--- config.mk ---
export PLATFORM = sky130hd
export DESIGN_NAME = dma_irq_agg
export DESIGN_NICKNAME = d
export VERILOG_FILES = /design/src/rtl/dma_irq_pkg.sv /design/src/rtl/irq_line_map.sv /design/src/rtl/irq_enable_reg.sv /design/src/rtl/irq_reg_read.sv /design/src/rtl/dma_irq_agg.sv
export SDC_FILE = /design/constraint.sdc
export NUM_CORES = 1
export LEC_CHECK = 0
export BUFFER_PORTS_ARGS = -buffer_cell sky130_fd_sc_hd__buf_2
export CORE_UTILIZATION = 33
export DETAILED_ROUTE_END_ITERATION = 8
export SLEW_MARGIN = 10
export SYNTH_ARGS = -nofsm -noshare
export SYNTH_HDL_FRONTEND = slang
export SYNTH_SLANG_ARGS = --single-unit
--- constraint.sdc ---
create_clock -name clk_i -period 1.5 [get_ports clk_i]
set_input_delay 0.15 -clock clk_i [delete_from_list [all_inputs] [get_ports clk_i]]
set_output_delay 0.15 -clock clk_i [all_outputs]
set_load 0.05 [all_outputs]
--- src/rtl/dma_irq_pkg.sv ---
package dma_irq_pkg;
  localparam int unsigned REG_AW = 12;
  localparam int unsigned REG_DW = 32;

  localparam logic [REG_AW-1:0] OFF_CH_STATUS = 12'hFE0;
  localparam logic [REG_AW-1:0] OFF_SUMMARY   = 12'h000;
  localparam logic [REG_AW-1:0] OFF_PENDING   = 12'h004;
  localparam logic [REG_AW-1:0] OFF_EN_SET    = 12'h010;
  localparam logic [REG_AW-1:0] OFF_EN_CLR    = 12'h01C;
endpackage

--- src/rtl/irq_line_map.sv ---
module irq_line_map #(
  parameter int unsigned NUM_CH  = 15,
  parameter int unsigned NUM_DED = 11,
  localparam int unsigned NUM_LINES = NUM_DED + 1
) (
  input  logic [NUM_CH-1:0]    flag_i,
  output logic [NUM_LINES-1:0] line_o
);
  for (genvar n = 0; n < NUM_DED; n++) begin : g_ded
    assign line_o[n] = flag_i[n];
  end

  // channels above the dedicated range share the last line
  if (NUM_CH > NUM_DED) begin : g_shared
    assign line_o[NUM_DED] = |flag_i[NUM_CH-1:NUM_DED];
  end else begin : g_no_shared
    assign line_o[NUM_DED] = 1'b0;
  end
endmodule

--- src/rtl/irq_enable_reg.sv ---
module irq_enable_reg #(
  parameter int unsigned NUM_LINES = 12
) (
  input  logic                 clk_i,
  input  logic                 rst_ni,
  input  logic                 set_we_i,
  input  logic                 clr_we_i,
  input  logic [NUM_LINES-1:0] wmask_i,
  output logic [NUM_LINES-1:0] en_o
);
  always_ff @(posedge clk_i or negedge rst_ni) begin
    if (!rst_ni)       en_o <= '0;
    else if (set_we_i) en_o <= en_o | wmask_i;
    else if (clr_we_i) en_o <= en_o & ~wmask_i;
  end

  p_enable_set_r5: assert property (@(posedge clk_i) disable iff (!rst_ni)
    set_we_i |=> ((en_o & $past(wmask_i)) == $past(wmask_i)));

  p_enable_clr_r6: assert property (@(posedge clk_i) disable iff (!rst_ni)
    (clr_we_i && !set_we_i) |=> ((en_o & $past(wmask_i)) == '0));

  p_enable_hold_r5: assert property (@(posedge clk_i) disable iff (!rst_ni)
    (!set_we_i && !clr_we_i) |=> $stable(en_o));
endmodule

--- src/rtl/irq_reg_read.sv ---
module irq_reg_read
  import dma_irq_pkg::*;
(
  input  logic              clk_i,
  input  logic              rst_ni,
  input  logic              req_i,
  input  logic              we_i,
  input  logic              ic_sel_i,
  input  logic [REG_AW-1:0] addr_i,
  input  logic [REG_DW-1:0] status_word_i,
  input  logic [REG_DW-1:0] pending_word_i,
  input  logic [REG_DW-1:0] summary_word_i,
  input  logic [REG_DW-1:0] enable_word_i,
  output logic [REG_DW-1:0] rdata_o
);
  logic [REG_DW-1:0] rd_mux;

  always_comb begin
    rd_mux = '0;
    if (!ic_sel_i) begin
      if (addr_i == OFF_CH_STATUS) rd_mux = status_word_i;
    end else begin
      unique case (addr_i)
        OFF_SUMMARY:            rd_mux = summary_word_i;
        OFF_PENDING:            rd_mux = pending_word_i;
        OFF_EN_SET, OFF_EN_CLR: rd_mux = enable_word_i;
        default:                rd_mux = '0;
      endcase
    end
  end

  always_ff @(posedge clk_i or negedge rst_ni) begin
    if (!rst_ni)             rdata_o <= '0;
    else if (req_i && !we_i) rdata_o <= rd_mux;
  end

  p_rdata_hold_r10: assert property (@(posedge clk_i) disable iff (!rst_ni)
    !(req_i && !we_i) |=> $stable(rdata_o));
endmodule

--- src/rtl/dma_irq_agg.sv ---
module dma_irq_agg
  import dma_irq_pkg::*;
#(
  parameter int unsigned NUM_CH    = 15,
  parameter int unsigned NUM_DED   = 11,
  parameter int unsigned LINE_BASE = 16,
  parameter int unsigned AGGR_BIT  = 8
) (
  input  logic              clk_i,
  input  logic              rst_ni,
  input  logic              req_i,
  input  logic              we_i,
  input  logic              ic_sel_i,
  input  logic [REG_AW-1:0] addr_i,
  input  logic [REG_DW-1:0] wdata_i,
  output logic [REG_DW-1:0] rdata_o,
  input  logic [NUM_CH-1:0] chan_flag_i,
  output logic              irq_o
);
  localparam int unsigned NUM_LINES = NUM_DED + 1;

  logic [NUM_LINES-1:0] line_vec;
  logic [NUM_LINES-1:0] en_q;
  logic [NUM_LINES-1:0] pend_lines;
  logic                 set_we, clr_we;
  logic [REG_DW-1:0]    status_word, pending_word, summary_word, enable_word;
  logic                 unused_wdata;

  assign unused_wdata = ^wdata_i;

  irq_line_map #(.NUM_CH(NUM_CH), .NUM_DED(NUM_DED)) u_map (
    .flag_i (chan_flag_i),
    .line_o (line_vec)
  );

  assign set_we = req_i && we_i && ic_sel_i && (addr_i == OFF_EN_SET);
  assign clr_we = req_i && we_i && ic_sel_i && (addr_i == OFF_EN_CLR);

  irq_enable_reg #(.NUM_LINES(NUM_LINES)) u_en (
    .clk_i    (clk_i),
    .rst_ni   (rst_ni),
    .set_we_i (set_we),
    .clr_we_i (clr_we),
    .wmask_i  (wdata_i[LINE_BASE +: NUM_LINES]),
    .en_o     (en_q)
  );

  assign pend_lines = line_vec & en_q;

  always_comb begin
    status_word  = '0;
    pending_word = '0;
    summary_word = '0;
    enable_word  = '0;
    status_word[NUM_CH-1:0]               = chan_flag_i;
    pending_word[LINE_BASE +: NUM_LINES]  = pend_lines;
    enable_word[LINE_BASE +: NUM_LINES]   = en_q;
    summary_word[AGGR_BIT]                = |pending_word;
  end

  assign irq_o = |summary_word;

  irq_reg_read u_rd (
    .clk_i          (clk_i),
    .rst_ni         (rst_ni),
    .req_i          (req_i),
    .we_i           (we_i),
    .ic_sel_i       (ic_sel_i),
    .addr_i         (addr_i),
    .status_word_i  (status_word),
    .pending_word_i (pending_word),
    .summary_word_i (summary_word),
    .enable_word_i  (enable_word),
    .rdata_o        (rdata_o)
  );

  p_quiet_r8: assert property (@(posedge clk_i) disable iff (!rst_ni)
    (chan_flag_i == '0) |-> !irq_o);

  p_irq_gated_r4: assert property (@(posedge clk_i) disable iff (!rst_ni)
    irq_o |-> |(en_q & line_vec));

  p_shared_line_r3: assert property (@(posedge clk_i) disable iff (!rst_ni)
    (|chan_flag_i[NUM_CH-1:NUM_DED]) |-> line_vec[NUM_DED]);
endmodule

==> results.cfg <==
[sta]
worstMarginPinSlew_ps = 824
fmax_mhz = 574
rsz0062_at_grt = true
maxSlewHeadroom_pct = 44.9
hold_viol_final = 0
drv_slew = 0
fin_worst_skew_ps = 5.91
finalCritPeriodShare_pct = 116
setup_viol = 1
setup_slack_ps = -242
hold_slack_ps = 109
period_needed_ps = 1740

[clocking]
clock_path_buffers = 2
cts_num_sinks = 39
clockRootBuffer = clkbuf_8
clk_latency_ps = 290
cts_buffers = 5
clk_pin_slew_ps = 70
cts_tree = done
htreeDepth = 2

[hold_path]
hp-class = input pin to flip-flop

[power_and_ir_drop]
leakage_uw = 0.00139
powerDensity_mw_per_mm2 = 734
fin_total_pwr_uw = 1980
vdd_drop_max_uv = 427

[floorplan]
rows = 27
start_util_pct = 34.4
boundaryPins = 97
die_h_um = 78.0
die-area_mm2 = 0.00609
core_area_mm2 = 0.00554
die_x_um = 78.0

[placement]
placedCellCount = 340
port_buffers = 71
place_ws_ps = -161
gp_congestion = 0.766
hpwl_mm = 4.10

[critical_path]
critPathArrivalTime_ps = 1590
critPathRequiredTime_ps = 1350
path_cells = a22oi_2, nand4_1, nor4_1, buf_4, inv_2, buf_6
critPathTopFamily = simple AND/OR/NAND/NOR gates
crit_path_end_kind = output pin
cpPeakStageDelay_ps = 400
worstPathMaxFanout = 2
path_class = flip-flop to output pin
cpMaxStageDelayCell = dfrtp_1
worst_setup_path_start_kind = flip-flop
crit_buf_inv = 3

[grt]
grt_max_degree = 23
grt_usage_pct = 18.7
grt_pass1_vias = 1709
grt_pass1_wl_mm = 8.73
antenna_found_initial = 0
grt_overflow = 0

[yosys]
synth_top_area_cell = dfrtp_1
ys_async_sr_fraction_pct = 100
synth_top_area_share_pct = 51.2
yosysWarnings = 0
seq_area_frac_synth_pct = 51.2
synth_cell_types = 34
avgSynthCellArea_um2 = 10.9
synth_seq_cells = 39
synthTopCellsByArea = dfrtp_1 (51%), a22o_1 (6.9%), o31ai_2 (5.2%)
syn_inst = 175
ys.flop_type = dfrtp_1
syn-cell-area_mm2 = 0.00191
synth_edf_count = 0

[route]
routed_wl_mm = 5.29
viasPerCell = 4.99
antenna_left = 0
drc_errors = 0
wire_per_inst_um = 15.2
dr.pass1.iters = 4
vias = 1743
dr.first_iter.drc_count = 78

[finish]
seqCellArea_um2 = 976
fin_util_pct = 48.7
final_cells = 349
final_nets = 340
multi_input_area_um2 = 825
fillCellCount = 551
layout-drive-gt1-share_pct = 50.5
diodes = 0
syn_to_final_growth_pct = 41.4

[outcome]
violations = setup timing
status = finished with violations

[flow_run]
drv_cap = 0
path summary, 6_finish.rpt:
kind	start	to	slack [ps]	cells past startpoint
hold / removal	wdata_i[23]	flip-flop	110	2
setup reg to reg	flip-flop	u_rd.rdata_o[8]$_DFFE_PN0P_	140	5
min in group asynchronous	rst_ni	u_rd.rdata_o[7]$_DFFE_PN0P_	320	2
setup / recovery	flip-flop	irq_o	-240	6
max in group asynchronous	rst_ni	u_rd.rdata_o[16]$_DFFE_PN0P_	710	3
hold reg to reg	u_rd.rdata_o[23]$_DFFE_PN0P_	u_rd.rdata_o[23]$_DFFE_PN0P_	480	2
cells in the mapped netlist (all sizes together), types with 2 or more instances:
cell / n
buf: 8
a31oi: 11
clkbuf: 8
o31ai: 10
a22o: 15
nand2: 14
a31o: 11
and2: 4
or3: 2
xnor2: 2
nand4: 2
nor2: 2
nor4: 5
inv: 12
dfrtp: 39
a21oi: 10
a22oi: 7
o21ai: 2
routing by layer:
layer  track usage (%)  vias to the layer above  routed length [um]
li1                  -                      852                   -
met1              26.0                      828                2480
met2              28.9                       55                2520
met3              3.84                        8                 201
met4              6.48                        0                  87
met5                 0                        -                   0
final cells by class:
cell class | count | share of cell area [%]
sequential | 39 | 36.2
clock buffer | 5 | 2.55
multi-input combinational | 112 | 30.6
inverter | 12 | 1.67
timing repair buffer | 106 | 25.1
tap | 72 | 3.34
clock inverter | 3 | 0.557
layout by cell type, fill, tap and decap left out, drive strengths merged:
cell,Yosys,final
a21oi,10,10
clkinv,0,3
nand4b,1,1
clkbuf,8,5
xnor2,2,2
a31o,11,11
nor3b,1,1
mux2,1,1
o21ai,2,2
a31oi,11,11
nand2,14,14
o41ai,1,1
and4,1,1
buf,8,105
nor4b,1,1
conb,1,5
dfrtp,39,39
nand4,2,2
or3,2,2
nor2,2,2
or4b,1,1
a22o,15,15
and2,4,4
nand3,1,1
nor4,5,5
a22oi,7,7
nand2b,1,1
inv,12,12
and3b,1,1
o31ai,10,10
dlygate4sd3,0,1
where the power goes:
group / total, uW / leakage, uW / internal [uW] / switching [uW]
combinational: 254 / 0.000855 / 110 / 144
sequential: 1050 / 0.000488 / 1050 / 0.569
clock: 672 / 0.0000477 / 318 / 354
logic make-up (layout without fill, tap and decap cells):
| logic type | Yosys count | after routing | share of synthesized area [%] |
|---|---|---|---|
| DFF | 39 | 39 | 51.2 |
| xor gates and xnor gates | 2 | 2 | 0.919 |
| other | 1 | 5 | 0.197 |
| buffers and inverters | 28 | 126 | 7.15 |
| and+or+nand+nor | 37 | 37 | 12.0 |
| muxes | 1 | 1 | 0.591 |
| AOI/OAI and AO/OA | 67 | 67 | 28.0 |
stage by stage:
| step | TNS, ps | instance area [um2] |
|---|---|---|
| finish | -242 | 2700 |
| global route | -330 | 2700 |
| CTS | -254 | 2690 |
| detailed placement | -3240 | 2580 |
| global placement | -2100 | 2580 |
| floorplan | -164 | 1920 |
repair_timing:
action,in CTS,in global routing
endpoints found under the setup margin,1,1
gates resized for setup,5,1
hold endpoints to repair,17,0
pin swaps,3,3
buffers inserted,0,0
hold buffers,1,0
(Power assumes the default switching activity.)
